`src/rtl/tdm_pkg.sv`:
```
package tdm_pkg;
  localparam int unsigned TDM_NUM_CH     = 16;
  localparam int unsigned TDM_DATA_W     = 16;
  localparam int unsigned TDM_POS_W      = 8;
  localparam int unsigned TDM_CODE_W     = 2;
  localparam int unsigned TDM_FSZ_W      = 2;
  localparam int unsigned TDM_FRAME_UNIT = 64;
  localparam int unsigned TDM_CNT_W      = 4;
  localparam int unsigned TDM_ADDR_W     = 5;
endpackage

```
`src/rtl/tdm_host_regs.sv`:
```
module tdm_host_regs
  import tdm_pkg::*;
#(
  parameter int unsigned NUM_CH = TDM_NUM_CH,
  parameter int unsigned DATA_W = TDM_DATA_W,
  parameter int unsigned POS_W  = TDM_POS_W,
  parameter int unsigned CODE_W = TDM_CODE_W,
  parameter int unsigned FSZ_W  = TDM_FSZ_W,
  parameter int unsigned AW     = TDM_ADDR_W
) (
  input  logic                           clk,
  input  logic                           rst_n,
  input  logic                           wr_en,
  input  logic [AW-1:0]                  wr_addr,
  input  logic [DATA_W-1:0]              wr_data,
  output logic [NUM_CH-1:0][DATA_W-1:0]  hold_o,
  output logic [NUM_CH-1:0][POS_W-1:0]   start_o,
  output logic [NUM_CH-1:0][CODE_W-1:0]  code_o,
  output logic [FSZ_W-1:0]               fsz_o,
  output logic                           init_o
);
  localparam int unsigned STARTS_PER_REG = DATA_W / POS_W;
  localparam int unsigned CODES_PER_REG  = DATA_W / CODE_W;
  localparam int unsigned START_BASE     = NUM_CH;
  localparam int unsigned LEN_BASE       = START_BASE + NUM_CH / STARTS_PER_REG;
  localparam int unsigned CTRL_ADDR      = LEN_BASE + NUM_CH / CODES_PER_REG;

  logic ctrl_we;
  logic [FSZ_W-1:0] fsz_q;

  assign ctrl_we = wr_en && (wr_addr == AW'(CTRL_ADDR));
  assign init_o  = ctrl_we;
  assign fsz_o   = fsz_q;

  always_ff @(posedge clk or negedge rst_n) begin
    if (!rst_n)       fsz_q <= '0;
    else if (ctrl_we) fsz_q <= wr_data[FSZ_W-1:0];
  end

  for (genvar ch = 0; ch < NUM_CH; ch++) begin : g_ch
    localparam int unsigned SREG  = START_BASE + ch / STARTS_PER_REG;
    localparam int unsigned SLANE = ch % STARTS_PER_REG;
    localparam int unsigned LREG  = LEN_BASE + ch / CODES_PER_REG;
    localparam int unsigned LLANE = ch % CODES_PER_REG;

    logic hold_we, start_we, code_we;
    logic [DATA_W-1:0] hold_q;
    logic [POS_W-1:0]  start_q;
    logic [CODE_W-1:0] code_q;

    assign hold_we  = wr_en && (wr_addr == AW'(ch));
    assign start_we = wr_en && (wr_addr == AW'(SREG));
    assign code_we  = wr_en && (wr_addr == AW'(LREG));

    always_ff @(posedge clk or negedge rst_n) begin
      if (!rst_n) begin
        hold_q  <= '0;
        start_q <= '0;
        code_q  <= '0;
      end else begin
        if (hold_we)  hold_q  <= wr_data;
        if (start_we) start_q <= wr_data[SLANE*POS_W +: POS_W];
        if (code_we)  code_q  <= wr_data[LLANE*CODE_W +: CODE_W];
      end
    end

    assign hold_o[ch]  = hold_q;
    assign start_o[ch] = start_q;
    assign code_o[ch]  = code_q;
  end
endmodule

```
`src/rtl/tdm_frame_timer.sv`:
```
module tdm_frame_timer
  import tdm_pkg::*;
#(
  parameter int unsigned POS_W      = TDM_POS_W,
  parameter int unsigned FSZ_W      = TDM_FSZ_W,
  parameter int unsigned FRAME_UNIT = TDM_FRAME_UNIT,
  parameter int unsigned CNT_W      = TDM_CNT_W
) (
  input  logic              clk,
  input  logic              rst_n,
  input  logic              frame_sync,
  input  logic              init,
  input  logic [FSZ_W-1:0]  fsz,
  output logic [POS_W-1:0]  pos,
  output logic              running,
  output logic              fs_rise,
  output logic              load_all,
  output logic              reload_tick,
  output logic [CNT_W-1:0]  fcnt_inc
);
  localparam int unsigned LAST_W = POS_W + 1;

  logic             fs_q;
  logic [POS_W-1:0] pos_q, pos_d;
  logic             run_q, run_d;
  logic [CNT_W-1:0] fcnt_q, fcnt_d;
  logic [LAST_W-1:0] frame_last;

  assign frame_last = LAST_W'((32'(fsz) + 32'd1) * FRAME_UNIT - 32'd1);
  assign fs_rise    = frame_sync & ~fs_q;

  always_comb begin
    pos_d  = pos_q;
    run_d  = run_q;
    fcnt_d = fcnt_q;
    if (init) begin
      run_d = 1'b0;
    end else if (fs_rise) begin
      run_d  = 1'b1;
      pos_d  = '0;
      fcnt_d = run_q ? fcnt_q + 1'b1 : '0;
    end else if (run_q) begin
      pos_d = ({1'b0, pos_q} == frame_last) ? '0 : pos_q + 1'b1;
    end
  end

  always_ff @(posedge clk or negedge rst_n) begin
    if (!rst_n) begin
      fs_q   <= 1'b0;
      pos_q  <= '0;
      run_q  <= 1'b0;
      fcnt_q <= '0;
    end else begin
      fs_q   <= frame_sync;
      pos_q  <= pos_d;
      run_q  <= run_d;
      fcnt_q <= fcnt_d;
    end
  end

  assign pos         = pos_q;
  assign running     = run_q;
  assign load_all    = fs_rise & ~run_q & ~init;
  assign reload_tick = fs_rise &  run_q & ~init;
  assign fcnt_inc    = fcnt_q + 1'b1;
endmodule

```
`src/rtl/tdm_channel.sv`:
```
module tdm_channel
  import tdm_pkg::*;
#(
  parameter int unsigned DATA_W = TDM_DATA_W,
  parameter int unsigned POS_W  = TDM_POS_W,
  parameter int unsigned CODE_W = TDM_CODE_W,
  parameter int unsigned CNT_W  = TDM_CNT_W
) (
  input  logic              clk,
  input  logic              rst_n,
  input  logic              running,
  input  logic [POS_W-1:0]  pos,
  input  logic [POS_W-1:0]  start,
  input  logic [CODE_W-1:0] code,
  input  logic [DATA_W-1:0] hold,
  input  logic              load_all,
  input  logic              reload_tick,
  input  logic [CNT_W-1:0]  fcnt_inc,
  output logic              active,
  output logic              bit_o
);
  localparam int unsigned EXT_W = POS_W + 1;

  logic [EXT_W-1:0]  slot_len, slot_end;
  logic [CNT_W-1:0]  period_mask;
  logic              due, sh_en;
  logic [DATA_W-1:0] shift_q, shift_d;

  assign slot_len    = EXT_W'(DATA_W >> (32'(code) + 32'd1));
  assign slot_end    = {1'b0, start} + slot_len;
  assign period_mask = CNT_W'((32'd2 << code) - 32'd1);
  assign due         = load_all | (reload_tick & ((fcnt_inc & period_mask) == '0));
  assign active      = running && ({1'b0, pos} >= {1'b0, start}) && ({1'b0, pos} < slot_end);
  assign sh_en       = due | active;

  always_comb begin
    if (due) shift_d = hold;
    else     shift_d = {1'b0, shift_q[DATA_W-1:1]};
  end

  always_ff @(posedge clk or negedge rst_n) begin
    if (!rst_n)     shift_q <= '0;
    else if (sh_en) shift_q <= shift_d;
  end

  assign bit_o = shift_q[0];
endmodule

```
`src/rtl/tdm_out_select.sv`:
```
module tdm_out_select
  import tdm_pkg::*;
#(
  parameter int unsigned NUM_CH = TDM_NUM_CH
) (
  input  logic [NUM_CH-1:0] active,
  input  logic [NUM_CH-1:0] bits,
  output logic              sdo
);
  always_comb begin
    sdo = 1'b0;
    for (int i = NUM_CH - 1; i >= 0; i--) begin
      if (active[i]) sdo = bits[i];
    end
  end
endmodule

```
`src/rtl/tdm_serial_mux.sv`:
```
module tdm_serial_mux
  import tdm_pkg::*;
#(
  parameter int unsigned NUM_CH     = TDM_NUM_CH,
  parameter int unsigned DATA_W     = TDM_DATA_W,
  parameter int unsigned POS_W      = TDM_POS_W,
  parameter int unsigned CODE_W     = TDM_CODE_W,
  parameter int unsigned FSZ_W      = TDM_FSZ_W,
  parameter int unsigned FRAME_UNIT = TDM_FRAME_UNIT,
  parameter int unsigned CNT_W      = TDM_CNT_W,
  parameter int unsigned AW         = TDM_ADDR_W
) (
  input  logic              clk,
  input  logic              rst_n,
  input  logic              wr_en,
  input  logic [AW-1:0]     wr_addr,
  input  logic [DATA_W-1:0] wr_data,
  input  logic              frame_sync,
  output logic              sdo
);
  logic rst_meta_n, rst_sync_n;

  always_ff @(posedge clk or negedge rst_n) begin
    if (!rst_n) begin
      rst_meta_n <= 1'b0;
      rst_sync_n <= 1'b0;
    end else begin
      rst_meta_n <= 1'b1;
      rst_sync_n <= rst_meta_n;
    end
  end

  logic [NUM_CH-1:0][DATA_W-1:0] hold_w;
  logic [NUM_CH-1:0][POS_W-1:0]  start_w;
  logic [NUM_CH-1:0][CODE_W-1:0] code_w;
  logic [FSZ_W-1:0]              fsz_w;
  logic                          init_w;
  logic [POS_W-1:0]              pos_w;
  logic                          running_w, fs_rise_w, load_all_w, reload_tick_w;
  logic [CNT_W-1:0]              fcnt_inc_w;
  logic [NUM_CH-1:0]             active_w, bit_w;

  tdm_host_regs #(
    .NUM_CH(NUM_CH), .DATA_W(DATA_W), .POS_W(POS_W),
    .CODE_W(CODE_W), .FSZ_W(FSZ_W), .AW(AW)
  ) u_regs (
    .clk(clk), .rst_n(rst_sync_n), .wr_en(wr_en), .wr_addr(wr_addr),
    .wr_data(wr_data), .hold_o(hold_w), .start_o(start_w), .code_o(code_w),
    .fsz_o(fsz_w), .init_o(init_w)
  );

  tdm_frame_timer #(
    .POS_W(POS_W), .FSZ_W(FSZ_W), .FRAME_UNIT(FRAME_UNIT), .CNT_W(CNT_W)
  ) u_timer (
    .clk(clk), .rst_n(rst_sync_n), .frame_sync(frame_sync), .init(init_w),
    .fsz(fsz_w), .pos(pos_w), .running(running_w), .fs_rise(fs_rise_w),
    .load_all(load_all_w), .reload_tick(reload_tick_w), .fcnt_inc(fcnt_inc_w)
  );

  for (genvar ch = 0; ch < NUM_CH; ch++) begin : g_chan
    tdm_channel #(
      .DATA_W(DATA_W), .POS_W(POS_W), .CODE_W(CODE_W), .CNT_W(CNT_W)
    ) u_chan (
      .clk(clk), .rst_n(rst_sync_n), .running(running_w), .pos(pos_w),
      .start(start_w[ch]), .code(code_w[ch]), .hold(hold_w[ch]),
      .load_all(load_all_w), .reload_tick(reload_tick_w),
      .fcnt_inc(fcnt_inc_w), .active(active_w[ch]), .bit_o(bit_w[ch])
    );
  end

  tdm_out_select #(.NUM_CH(NUM_CH)) u_sel (
    .active(active_w), .bits(bit_w), .sdo(sdo)
  );
endmodule

```
`config.mk`:
```
export PLATFORM = sky130hd
export DESIGN_NAME = tdm_serial_mux
export DESIGN_NICKNAME = d
export VERILOG_FILES = /design/src/rtl/tdm_pkg.sv /design/src/rtl/tdm_host_regs.sv /design/src/rtl/tdm_frame_timer.sv /design/src/rtl/tdm_channel.sv /design/src/rtl/tdm_out_select.sv /design/src/rtl/tdm_serial_mux.sv
export SDC_FILE = /design/constraint.sdc
export NUM_CORES = 1
export LEC_CHECK = 0
export BUFFER_PORTS_ARGS = -buffer_cell sky130_fd_sc_hd__buf_2
export CAP_MARGIN = 20
export CORE_MARGIN = 2
export CORE_UTILIZATION = 64
export DETAILED_ROUTE_END_ITERATION = 6
export GPL_TIMING_DRIVEN = 0
export PLACE_DENSITY_LB_ADDON = 0.25
export SYNTH_ARGS = -nofsm -noshare
export SYNTH_HDL_FRONTEND = slang
export SYNTH_SLANG_ARGS = --single-unit
export TNS_END_PERCENT = 1
```
`constraint.sdc`:
```
create_clock -name clk -period 29.6 [get_ports clk]
set_clock_uncertainty 0.15 [all_clocks]
set_input_delay 5.92 -clock clk [delete_from_list [all_inputs] [get_ports clk]]
set_output_delay 5.92 -clock clk [all_outputs]
set_load 0.01 [all_outputs]
```
==> summary.md <==
| Metric | Value |
|---|---|
| Run status | complete, no violations |
| Ys Warns | 0 |
| CP arrival | 6.31 ns |
| Clock Path Buffers | 3 |
| Cells after DPL | 4,249 |
| Post-Place Cell Area | 38,900 µm² |
| Worst path cell trace | buf_6 -> inv_1 -> ha_1 -> nand2b_1 -> a2111o_1 -> a32oi_1 -> a21oi_2 -> nor4b_1 -> o311ai_1 -> a211oi_1 -> o211ai_1 -> a211oi_1 -> buf_2 |
| Seq/Total Area, Yosys | 0.463 |
| First-pass GRT wire length | 153,000 µm |
| Worst-path clk slew | 0.06 ns |
| Syn nets | 3,782 |
| Setup crit end kind | output port |
| R2R depth | 15 |
| Post-DP HPWL | 66,100 µm |
| Cts repair resizes | 0 |
| Yosys reg bits | 690 |
| Number of synthesized flops with an enable pin | 0 |
| Final period util | 0.418 |
| WP buf/inv | 3 |
| Initial antenna violation count | 5 |
| Die X | 245 µm |
| Largest cells by area after synthesis | dfrtp_1 46%, mux2_2 11%, ha_1 10% |
| Peak supply drop | 68.2 µV |
| CP top delay family | compound AO/OA/AOI/OAI gates |
| Syn-to-layout area delta | 10.8% |
| Hold_buf cts | 0 |
| Port Buffers | 24 |
| Pre-antenna DRT Iters | 5 |
| DRC errors left | 0 |
| Most frequent cells in the layout | 682 x dfrtp_1, 356 x mux2_2, 306 x ha_1 |
| Clk_lat worst skew | 0.62 ns |
| Commonest non-fill, non-tap cell in the layout | dfrtp_1 |
| Post-route cell area | 41,300 µm² |
| DR vias | 27,100 |
| Nets | 3,906 |
| Min Hold Slack | 0.185 ns |
| R2r startpoint | u_regs.g_ch[6].code_q[0] |
| Slew Viols, Final | 0 |
| Leakage | 19.8 nW |
| Synth area leader | dfrtp_1 |
| CTS H-Tree Depth | 3 |
| Worst path most repeated cell | a211oi_1 |
| Max Cap Viol | 0 |
| Power per Cell Area | 85.9 nW/µm² |
| Die Y | 245 µm |
| CTS tree | done |
| CP Launch Type | flip-flop |
| Syn avg cell area | 10.9 µm² |
| Period minus WS final | 12.38 ns |
| Number of global-route vias before repair | 28,000 |
| Hold/Removal Path Class | reg -> async |
| RR Endpoint | g_chan[6].u_chan.shift_q[13] |
| Overflow after GRT | 0 |
| Syn Std Cell Area | 37,300 µm² |
| RSZ-0062 raised after global routing | no |
| Placer congestion estimate | 0.916 |
| Largest net degree at the start of global routing | 79 |
| Total Power | 3.55 mW |
| Slowest CP cell | inv_1 |
| Share of layout cells above drive strength 1 | 0.168 |
| Tot GR Track Use | 0.326 |
| Avg WL per Cell | 21.8 µm |
| Fmax | 80.8 MHz |
| FFs w/ async S/R, synth | 1.00 |
| Sinks on Clock Net | 690 |
| # rows | 88 |
| Post-CTS Setup Bufs | 0 |
| Worst rel slew slack | 0.213 |
| Synthesized instance count | 3,435 |
| CP required | 23.53 ns |
| R2r setup slk | 24.93 ns |
| Antenna viol nets, final | 0 |
| Worst-path maximum fanout | 18 |
| Initial Utilization | 0.647 |
| Total wire length | 95,600 µm |
| Total CTS buffers | 72 |
| Post-Route Setup TNS | 0 ns |
| Final setup viols | 0 |
| Initial DRC count | 1,973 |
| Slowest cell delay on critical path | 0.80 ns |
| Worst slew pin tran | 1.18 ns |
| Via-to-Cell Ratio | 6.18 |
| WS Path Type | reg -> out |
| Clock root cell | clkbuf_16 |
| Post-synth cell types | 72 |
| Final hold vios | 0 |
| Final std cells w/o fill | 4,384 |
| Post-synth top area share | 0.463 |
| Most common flop cell mapped by yosys | dfrtp_1 |
| Ports | 26 |
| Core area | 57,600 µm² |
| Die area | 60,200 µm² |
| Cell count along the critical path | 13 |
cells by family (layout without fill, tap and decap cells):
group	after synthesis	in the layout	share of synthesized area
fa+ha+maj	322	322	0.111
compound gates	690	690	0.109
xor+xnor	101	101	0.0237
simple gates	738	738	0.0913
buf+inv	312	492	0.0336
mux	581	581	0.168
flops	690	690	0.463
other cells	1	5	0.000101
synthesized netlist by cell type (8+ instances only):
master     number
nand3b_1        8
nor2b_1        65
fa_1           16
o21a_1          9
and2_1         18
nor3_1         31
o2111ai_1      17
o22ai_1        12
nand3_1        33
ha_1          306
mux2i_1       225
xnor2_1        80
buf_2          47
dfrtp_1       690
clkbuf_1      100
a21oi_1       266
a31oi_1        41
and3_1         14
nand4_1        25
mux2_2        356
nor2_1        267
o21ai_0       200
a211oi_1       10
a21o_1         66
xor2_1         21
nand2b_1       35
inv_1         156
nand2_1       207
power breakdown:
part	internal [mW]	switching [mW]
sequential	1.24	0.211
clock	0.526	0.384
combinational	0.554	0.630
total	2.32	1.22
layout make-up:
class / count / area [µm²]
Buffer: 155 / 663
Tap cell: 765 / 957
Inverter: 157 / 589
Sequential cell: 690 / 17300
Antenna cell: 4 / 10.0
Fill cell: 3933 / 16300
Multi-Input combinational cell: 2433 / 18800
Clock inverter: 39 / 433
Clock buffer: 91 / 1920
Timing Repair Buffer: 50 / 672
flip-flops by register name, indices dropped and copies added (netlist names):
register and flops:
u_timer.pos 8, rst_sync_n 1, g_chan.u_chan.shift_q 256, u_timer.fs_q 1, u_regs.g_ch.code_q 32, u_regs.fsz_o 2
u_timer.fcnt_q 4, rst_meta_n 1, u_regs.g_ch.hold_q 256, u_regs.g_ch.start_q 128, u_timer.running 1
how the worst max path moves through the flow:
| stage | startpoint | endpoint |
|---|---|---|
| 2_1_floorplan | rst_sync_n | g_chan[0].u_chan.shift_q[0] |
| 3_3_place_gp | rst_sync_n | u_regs.g_ch[10].hold_q[12] |
| 3_5_place_dp | u_timer.pos[0] | sdo |
| 4_1_cts | u_timer.pos[0] | sdo |
| 5_1_grt | u_timer.pos[0] | sdo |
| 6_report | u_timer.pos[0] | sdo |
through the flow:
stage | utilization | worst slack (ns)
final | 0.717 | 17.22
after global placement | 0.666 | 2.56
after floorplan | - | 8.79
after CTS | 0.716 | 17.48
after detailed placement | 0.675 | 18.20
after global routing | 0.717 | 17.23
metal layers:
layer  track usage  up-vias  wire [µm]
met5             0        -         40
met2         0.534      819      45200
met3        0.0540      333       5860
li1              -    12400          -
met4         0.169        6       5330
met1         0.421    13500      39200
(Power assumes the default switching activity.)
